<file path="src/rtl/falru_pkg.sv">
package falru_pkg;
   typedef enum logic [1:0] {
      OP_ACCESS = 2'd0,
      OP_PROBE  = 2'd1,
      OP_INSERT = 2'd2,
      OP_INVAL  = 2'd3
   } falru_op_e;
endpackage

</file>
<file path="src/rtl/falru_match.sv">
module falru_match #(
   parameter int N     = 8,
   parameter int TAG_W = 28,
   localparam int IDX_W = $clog2(N)
) (
   input  logic [N-1:0][TAG_W-1:0] tags,
   input  logic [N-1:0]            valid,
   input  logic [TAG_W-1:0]        key,
   output logic                    hit,
   output logic [IDX_W-1:0]        idx
);
   logic [N-1:0] eq;

   for (genvar e = 0; e < N; e++) begin : g_cmp
      assign eq[e] = valid[e] && (tags[e] == key);
   end

   always_comb begin
      hit = 1'b0;
      idx = '0;
      for (int e = 0; e < N; e++) begin
         if (eq[e] && !hit) begin
            hit = 1'b1;
            idx = IDX_W'(e);
         end
      end
   end
endmodule

</file>
<file path="src/rtl/falru_order.sv">
module falru_order #(
   parameter int N = 8,
   localparam int PW = $clog2(N)
) (
   input  logic            clk,
   input  logic            rst_n,
   input  logic            upd_en,
   input  logic            upd_demote,
   input  logic [PW-1:0]   upd_sel,
   output logic [N*PW-1:0] pos_flat,
   output logic [PW-1:0]   lru_idx
);
   logic [PW-1:0] pos_q [N];
   logic [PW-1:0] sel_pos;

   assign sel_pos = pos_q[upd_sel];

   always_ff @(posedge clk or negedge rst_n) begin
      if (!rst_n) begin
         for (int e = 0; e < N; e++) pos_q[e] <= PW'(e);
      end else if (upd_en) begin
         for (int e = 0; e < N; e++) begin
            if (upd_demote) begin
               if (PW'(e) == upd_sel)     pos_q[e] <= PW'(N - 1);
               else if (pos_q[e] > sel_pos) pos_q[e] <= pos_q[e] - 1'b1;
            end else begin
               if (PW'(e) == upd_sel)     pos_q[e] <= '0;
               else if (pos_q[e] < sel_pos) pos_q[e] <= pos_q[e] + 1'b1;
            end
         end
      end
   end

   for (genvar e = 0; e < N; e++) begin : g_flat
      assign pos_flat[e*PW +: PW] = pos_q[e];
   end

   always_comb begin
      lru_idx = '0;
      for (int e = 0; e < N; e++) begin
         if (pos_q[e] == PW'(N - 1)) lru_idx = PW'(e);
      end
   end
endmodule

</file>
<file path="src/rtl/falru_stats.sv">
module falru_stats #(
   parameter int NSZ   = 3,
   parameter int CNT_W = 16
) (
   input  logic               clk,
   input  logic               rst_n,
   input  logic               acc_en,
   input  logic               hit,
   input  logic [NSZ-1:0]     mask,
   output logic [CNT_W-1:0]   acc_cnt,
   output logic [NSZ*CNT_W-1:0] hit_cnt,
   output logic [NSZ*CNT_W-1:0] miss_cnt
);
   always_ff @(posedge clk or negedge rst_n) begin
      if (!rst_n)      acc_cnt <= '0;
      else if (acc_en) acc_cnt <= acc_cnt + 1'b1;
   end

   for (genvar i = 0; i < NSZ; i++) begin : g_size
      logic [CNT_W-1:0] h_q, m_q;
      always_ff @(posedge clk or negedge rst_n) begin
         if (!rst_n) begin
            h_q <= '0;
            m_q <= '0;
         end else if (acc_en) begin
            if (hit && mask[i]) h_q <= h_q + 1'b1;
            else                m_q <= m_q + 1'b1;
         end
      end
      assign hit_cnt[i*CNT_W +: CNT_W]  = h_q;
      assign miss_cnt[i*CNT_W +: CNT_W] = m_q;
   end
endmodule

</file>
<file path="src/rtl/falru_tags.sv">
module falru_tags
   import falru_pkg::*;
#(
   parameter int ADDR_W      = 32,
   parameter int BLK_BYTES   = 16,
   parameter int NUM_ENTRIES = 8,
   parameter int MIN_BYTES   = 16,
   parameter int MAX_BYTES   = 128,
   parameter int CNT_W       = 16,
   localparam int OFF_W = $clog2(BLK_BYTES),
   localparam int TAG_W = ADDR_W - OFF_W,
   localparam int IDX_W = $clog2(NUM_ENTRIES),
   localparam int NSZ   = $clog2(MAX_BYTES) - $clog2(MIN_BYTES)
) (
   input  logic                 clk,
   input  logic                 rst_n,
   input  logic                 op_valid,
   input  logic [1:0]           op_kind,
   input  logic [ADDR_W-1:0]    op_addr,
   output logic                 rsp_hit,
   output logic [IDX_W-1:0]     rsp_idx,
   output logic [NSZ-1:0]       rsp_mask,
   output logic [CNT_W-1:0]     acc_cnt,
   output logic [NSZ*CNT_W-1:0] hit_cnt,
   output logic [NSZ*CNT_W-1:0] miss_cnt
);
   // Elaboration-time parameter checks
   if (NSZ < 1) begin : g_bad_nsz
      $error("falru_tags: MAX_BYTES must exceed MIN_BYTES");
   end
   if ((1 << $clog2(MIN_BYTES)) != MIN_BYTES || (1 << $clog2(MAX_BYTES)) != MAX_BYTES
       || (1 << OFF_W) != BLK_BYTES) begin : g_bad_pow2
      $error("falru_tags: sizes must be powers of two");
   end
   if (MIN_BYTES < BLK_BYTES || NUM_ENTRIES < 2) begin : g_bad_geom
      $error("falru_tags: smallest size below one block or too few entries");
   end

   falru_op_e                          kind;
   logic [TAG_W-1:0]                   key;
   logic [NUM_ENTRIES-1:0][TAG_W-1:0]  tag_q;
   logic [NUM_ENTRIES-1:0]             valid_q;
   logic                               m_hit;
   logic [IDX_W-1:0]                   m_idx, lru_idx, upd_sel;
   logic [NUM_ENTRIES*IDX_W-1:0]       pos_flat;
   logic [NSZ-1:0]                     ent_mask [NUM_ENTRIES];
   logic                               do_acc, do_ins, do_inv, upd_en;
   logic                               unused_offset;

   assign kind          = falru_op_e'(op_kind);
   assign key           = op_addr[ADDR_W-1:OFF_W];
   assign unused_offset = ^op_addr[OFF_W-1:0];

   falru_match #(.N(NUM_ENTRIES), .TAG_W(TAG_W)) u_match (
      .tags(tag_q), .valid(valid_q), .key(key), .hit(m_hit), .idx(m_idx)
   );

   assign do_acc  = op_valid && (kind == OP_ACCESS);
   assign do_ins  = op_valid && (kind == OP_INSERT);
   assign do_inv  = op_valid && (kind == OP_INVAL) && m_hit;
   assign upd_en  = (do_acc && m_hit) || do_ins || do_inv;
   assign upd_sel = do_ins ? lru_idx : m_idx;

   falru_order #(.N(NUM_ENTRIES)) u_order (
      .clk(clk), .rst_n(rst_n), .upd_en(upd_en), .upd_demote(do_inv),
      .upd_sel(upd_sel), .pos_flat(pos_flat), .lru_idx(lru_idx)
   );

   // Inclusion mask: size i holds the (MIN_BYTES<<i)/BLK_BYTES most recent blocks
   for (genvar e = 0; e < NUM_ENTRIES; e++) begin : g_ent
      for (genvar i = 0; i < NSZ; i++) begin : g_sz
         localparam logic [31:0] THR = 32'((MIN_BYTES << i) / BLK_BYTES);
         assign ent_mask[e][i] = 32'(pos_flat[e*IDX_W +: IDX_W]) < THR;
      end
   end

   always_ff @(posedge clk or negedge rst_n) begin
      if (!rst_n)      valid_q <= '0;
      else if (do_ins) valid_q[lru_idx] <= 1'b1;
      else if (do_inv) valid_q[m_idx]   <= 1'b0;
   end

   always_ff @(posedge clk) begin
      if (do_ins) tag_q[lru_idx] <= key;
   end

   assign rsp_hit  = m_hit;
   assign rsp_idx  = (kind == OP_INSERT) ? lru_idx : m_idx;
   assign rsp_mask = m_hit ? ent_mask[m_idx] : '0;

   falru_stats #(.NSZ(NSZ), .CNT_W(CNT_W)) u_stats (
      .clk(clk), .rst_n(rst_n), .acc_en(do_acc), .hit(m_hit), .mask(rsp_mask),
      .acc_cnt(acc_cnt), .hit_cnt(hit_cnt), .miss_cnt(miss_cnt)
   );
endmodule

</file>
<file path="config.mk">
export PLATFORM = sky130hd
export DESIGN_NAME = falru_tags
export DESIGN_NICKNAME = d
export VERILOG_FILES = /design/src/rtl/falru_pkg.sv /design/src/rtl/falru_match.sv /design/src/rtl/falru_order.sv /design/src/rtl/falru_stats.sv /design/src/rtl/falru_tags.sv
export SDC_FILE = /design/constraint.sdc
export NUM_CORES = 1
export LEC_CHECK = 0
export BUFFER_PORTS_ARGS = -buffer_cell sky130_fd_sc_hd__buf_4
export CAP_MARGIN = 20
export CORE_ASPECT_RATIO = 0.8
export CORE_MARGIN = 3
export CORE_UTILIZATION = 61
export DETAILED_ROUTE_END_ITERATION = 8
export GPL_TIMING_DRIVEN = 0
export PLACE_DENSITY = 0.86
export SLEW_MARGIN = 20
export SYNTH_ARGS = -nofsm -noshare
export SYNTH_HDL_FRONTEND = slang
export SYNTH_SLANG_ARGS = --single-unit
</file>
<file path="constraint.sdc">
create_clock -name clk -period 7.2 [get_ports clk]
set_input_delay 0.72 -clock clk [delete_from_list [all_inputs] [get_ports clk]]
set_output_delay 0.72 -clock clk [all_outputs]
set_load 0.01 [all_outputs]
</file>
* Word level (Yosys, flattened, before mapping)
Cells that the tools add are included. Widths: inputs -> output; s select.
Storage, ports and cells: bits in registers 368, logic and storage cells 272
Operators by class: add/subtract/negate cells 23, $lt $le $gt $ge 46, eq/ne operators 32, multiplexer cells 80, bitwise operators 8, reduce and logical (&&, ||, !) cells 59
Operators with widths (number):
- $bwmux 224 | 1
- $eq 28x28->1 | 8
- $mux 3 | 55
- $add 16x1->16 const B | 7
- $demux 28 s3 | 1
- $mux 28 | 1
- $logic_and 1x1->1 | 25
- $add 3x1->3 const B | 8
- $gt 3x3->1 | 8
- $lt 3x1->1 const B | 8
- $lt 3x2->1 const B | 8
- $lt 3x3->1 | 8
- $lt 3x3->1 const B | 8
- $ne 3x1->1 const B | 8
- $reduce_and 3->1 | 8
- $reduce_bool 3->1 | 8
- $sub 3x1->3 const B | 8
- $eq 3x3->1 const B | 7
- $bmux 3 s3 | 2
- $mux 8 | 2
- $eq 3x3->1 const A | 4
- $mux 1 | 12
- $reduce_and 2->1 | 6
- $and 8x8->8 | 1
- 17 further kinds | 36

* Longest topological paths before layout
word-level depth 33, mapped depth 23, mapped depth without buffers 20

* By module
A second synthesis with hierarchy kept.
Unflattened totals: cell total of the unflattened synthesis 1419, area total of the unflattened synthesis 18129.9 um^2
Modules (own cells, without submodules):
- falru_tags | times used 1, cells each 320, area each 7483.4 um^2
- falru_stats | times used 1, cells each 417, area each 4880.9 um^2
- falru_order | times used 1, cells each 334, area each 2920.3 um^2
- falru_match | times used 1, cells each 348, area each 2845.2 um^2

* Least setup slack after synthesis
OpenSTA, ideal clock, no wires.
kind input-to-reg, start in op_addr[17], end reg u_order.pos_q (netlist bit u_order.pos_flat[4]), setup time 0.128 ns, data arrival time 5.445 ns, data required time 7.072 ns, slack 1.627 ns, stages 20, cells stage by stage buf_2 xnor2_1 nand4_1 or4_4 nor4_4 o211ai_1 a31oi_1 clkbuf_1 clkbuf_1 nand2_1 o211ai_1 o21ai_0 o21ai_0 ha_1 nor2_1 maj3_1 a21boi_1 mux2i_1 o21ai_1 mux2_1
On the way: word-level cells in the longest chain between the ends 32
RTL lines:
- start, declared | line falru_tags.sv:19 | input logic [ADDR_W-1:0] op_addr,
- $eq 28x28->1 | line falru_match.sv:15 | assign eq[e] = valid[e] && (tags[e] == key);
- $logic_and 1x1->1 | line falru_match.sv:15
- $mux 1 | line falru_match.sv:22 | if (eq[e] && !hit) begin
- $logic_not 1->1 | line falru_match.sv:22
- $logic_and 1x1->1 | line falru_match.sv:22
- $mux 1 | line falru_match.sv:22
- $logic_not 1->1 | line falru_match.sv:22
- $logic_and 1x1->1 | line falru_match.sv:22
- (+15 left out)
- $mux 3 | line falru_match.sv:22
- $mux 3 | line falru_tags.sv:62 | assign upd_sel = do_ins ? lru_idx : m_idx;
- $not 3->4 (implied by the code) | line falru_order.sv:16 | assign sel_pos = pos_q[upd_sel];
- $bmux 3 s3 | line falru_order.sv:16
- $mux 3 (implied by the code) (2 in series) | line falru_order.sv:16
- $gt 3x3->1 or $lt 3x3->1 (tied branches) | line falru_order.sv:25, falru_order.sv:28
- $ne 3x1->1 (no line) or $reduce_bool 3->1 (tied branches)
- $reduce_and 3->1 (no line)
- end signal, assigned by index | line falru_order.sv:24 | if (PW'(e) == upd_sel) pos_q[e] <= PW'(N - 1);
- end, declared | line falru_order.sv:13 | logic [PW-1:0] pos_q [N];
Parallel ways exist; a longest one is shown, timed or not. The select of a mux whose other input is x is not followed. A chain may end at the register's enable or synchronous reset.

* Worst setup path in the final report
start in op_addr[23], end reg u_order.pos_q (netlist bit u_order.pos_flat[4])
The elaborated chain is that of the path after synthesis.

==> out/qor.yml <==
synth_edf_count: 224
cpMaxStageDelayCell: "o21ai_1"
clkTransAtPathRegs_ps: 60
std_cell_rows: 57
yosysWarnings: 0
total_power_w: 0.00627
detail-route-antenna-nets: 0
p_clk_share_pct: 31.0
max_slew.worst_pin.slew_ps: 1060
synthArstFlopShare_pct: 39.1
start_util_pct: 62.4
slew_viol_final: 0
ir_worst_vdd_mv: 0.188
max-slew-margin-rel_pct: 29.1
ctsLongestPathBuffers: 3
syn_avg_cell_area_um2: 11.6
cts_made_buffers: 37
reg2reg_slack_ps: 480
setup_viol: 0
drt-wirelength-per-cell_um: 24.4
p_int_w: 0.00424
die_y_um: 164
hpwlAfterDp_um: 41300
grt_pass1_wl_um: 84200
place_congestion: 0.980
swShare_pct: 32.4
cts-hold-fix-buffers: 0
grt_pass1_vias: 14200
diodes: 0
die_x_um: 204
drtIter0Drc: 2109
root_buffer: "clkbuf_16"
drt_pass1_iterations: 6
ys_ff_latch: 368
cts_num_sinks: 368
seq_area_um2: 10300
ys_seq_area_share_pct: 54.2
rsz0062_at_grt: "no"
synthCells: 1647
drive_gt1_share_pct: 17.3
worstSetupStartpointType: "input pin"
final.setup.worst_slack_ps: 324
timing.fmax_ghz: 0.145
seqPwrFrac_pct: 43.1
io_buffers: 151
power.switching_w: 0.00203
cap_violations: 0
h-tree-depth: 2
routed-via-count: 14500
syn_area_um2: 19100
grt_antenna_before_repair: 0
layout_common_cells: "edfxtp_1, xnor2_1, buf_4"
startpoint: "op_addr[23]"
grt_max_degree: 74
worstSetupPathType: "input pin to flip-flop"
coreArea_um2: 30600
hold_class: "input pin to asynchronous set/reset pin"
grt_remaining_overflow: 0
synth_flop_cell: "edfxtp_1"
drt_wl_total_um: 56200
synthToLayoutAreaGrowth_pct: 16.6
cp.required_ps: 7600
p_per_area_nw_per_um2: 281
reg2reg_from: "tag_q[219]$_DFFE_PP_"
place_ws_ps: -274
multi_input_area_um2: 8250
cp.arrival_ps: 7280
dieArea_um2: 33500
p_comb_share_pct: 25.9
clk_latency_ps: 530
synth.distinct_cells: 79
status: "finished clean"
grt_usage_pct: 33.2
finClkSkew_ps: 20.0
worstPathMaxFanout: 10
cp-end-kind: "flip-flop"
layout_commonest_cell: "edfxtp_1"
p_leak_nw: 8.82
critPathMaxStageDelay_ps: 820
cts_tree: "built"
layout.nets: 1944
finalHoldViolCount: 0
fillers: 2052
fin_crit_sh_pct: 95.5
syn-num-nets: 1730
fin_crit_ps: 6880
via_per_inst: 6.32
io_pins: 156
drcViolationCount: 0
crit_chain: "buf_4, buf_4, xnor2_1, nand3_1, nor4_2, and3_1, o211ai_1, a31oi_1, clkbuf_1, clkbuf_1, nand2_1, o211ai_1, o21ai_0, o21ai_1, ha_1, nor2_1, maj3_1, a21boi_1, mux2i_1, o21ai_1, mux2_1"
registers in the layout, summed over array words and instances (netlist names):
signal,flops
tag_q,224
u_order.pos_flat,24
u_stats.g_size.m_q,48
valid_q,8
u_stats.g_size.h_q,48
u_stats.acc_cnt,16
stage by stage:
stage               setup TNS [ps]  utilization [%]  cell area (um^2)  hold slack [ps]  cells
floorplan                        0                -             19100              424   1647
global placement            -15290             67.8             20700              457   2211
detailed placement            -827             68.8             21000              458   2235
CTS                              0             72.7             22300              169   2302
global route                     0             72.8             22300              183   2302
finish                           0             72.8             22300              156   2302
cells in the mapped netlist (12+ instances only):
cell | n | area share, %
o211ai_1 | 17 | 0.67
inv_1 | 54 | 1.1
nand3_1 | 62 | 1.6
xor2_1 | 111 | 5.1
dfrtp_1 | 132 | 17
mux2i_1 | 18 | 0.94
nor2_1 | 99 | 1.9
clkbuf_1 | 20 | 0.39
dfstp_2 | 12 | 1.7
nand4_1 | 79 | 2.6
nor3_1 | 32 | 0.84
mux2_2 | 15 | 0.88
edfxtp_1 | 224 | 35
buf_4 | 14 | 0.55
buf_6 | 13 | 0.77
nor4_1 | 41 | 1.3
a21oi_1 | 35 | 0.92
and3_1 | 35 | 1.1
xnor2_1 | 218 | 10
ha_1 | 46 | 3.0
o21ai_0 | 32 | 0.84
nand2_1 | 141 | 2.8
nand2b_1 | 13 | 0.43
power groups by stage:
stage	logic, W	registers [W]	clock network [W]
after floorplan	0.00107	0.00267	0
after global placement	0.00149	0.00273	0
after detailed placement	0.00157	0.00273	0
after CTS	0.00158	0.00269	0.00195
after global routing	0.00178	0.00272	0.00203
final	0.00162	0.00270	0.00194
worst paths after layout:
check                                                         to  cells after the start
max                              u_order.pos_flat[4]$_DFFE_PN0P_                     21
min                        u_stats.g_size[1].h_q[12]$_DFFE_PN0P_                      1
max reg2reg                      u_order.pos_flat[4]$_DFFE_PN0P_                     20
min reg2reg                u_stats.g_size[0].m_q[15]$_DFFE_PN0P_                      1
max in group asynchronous        u_order.pos_flat[3]$_DFFE_PN1P_                      2
min in group clk                             tag_q[40]$_DFFE_PP_                      1
area by class of cell:
| cell class | instances | area share (%) |
|---|---|---|
| inverter | 54 | 0.910 |
| multi-input combinational | 1171 | 37.0 |
| tap | 413 | 2.32 |
| sequential | 368 | 46.4 |
| timing repair buffer | 175 | 6.26 |
| buffer | 54 | 1.62 |
| clock inverter | 13 | 0.719 |
| clock buffer | 54 | 4.72 |
metal layers:
metal | global-route usage (%) | share of wire [%]
met5 | 0 | 0
met4 | 9.79 | 3.0
met3 | 8.72 | 14
met2 | 49.3 | 44
met1 | 48.5 | 40
cell families (layout without fill, tap and decap cells):
family,count (synthesis),count (layout),share of synthesized area (%)
buffers and inverters,108,350,2.95
adders and majority gates,56,56,3.54
xor gates and xnor gates,332,332,15.3
muxes,34,34,1.89
DFF,368,368,54.2
and+or+nand+nor,564,564,15.3
AOI/OAI and AO/OA,185,185,6.80
worst max-delay path, delay by kind of cell:
family | cells | cell delay [ps]
mux | 2 | 500
simple gates | 5 | 1300
xor+xnor | 1 | 610
fa+ha+maj | 2 | 690
compound gates | 7 | 2210
buf+inv | 4 | 1220
what timing repair did:
item,CTS,global route
setup buffers,0,0
endpoints found under the setup margin,0,5
endpoints found under the hold margin,0,0
gates resized for setup,0,3
(Power assumes the default switching activity.)
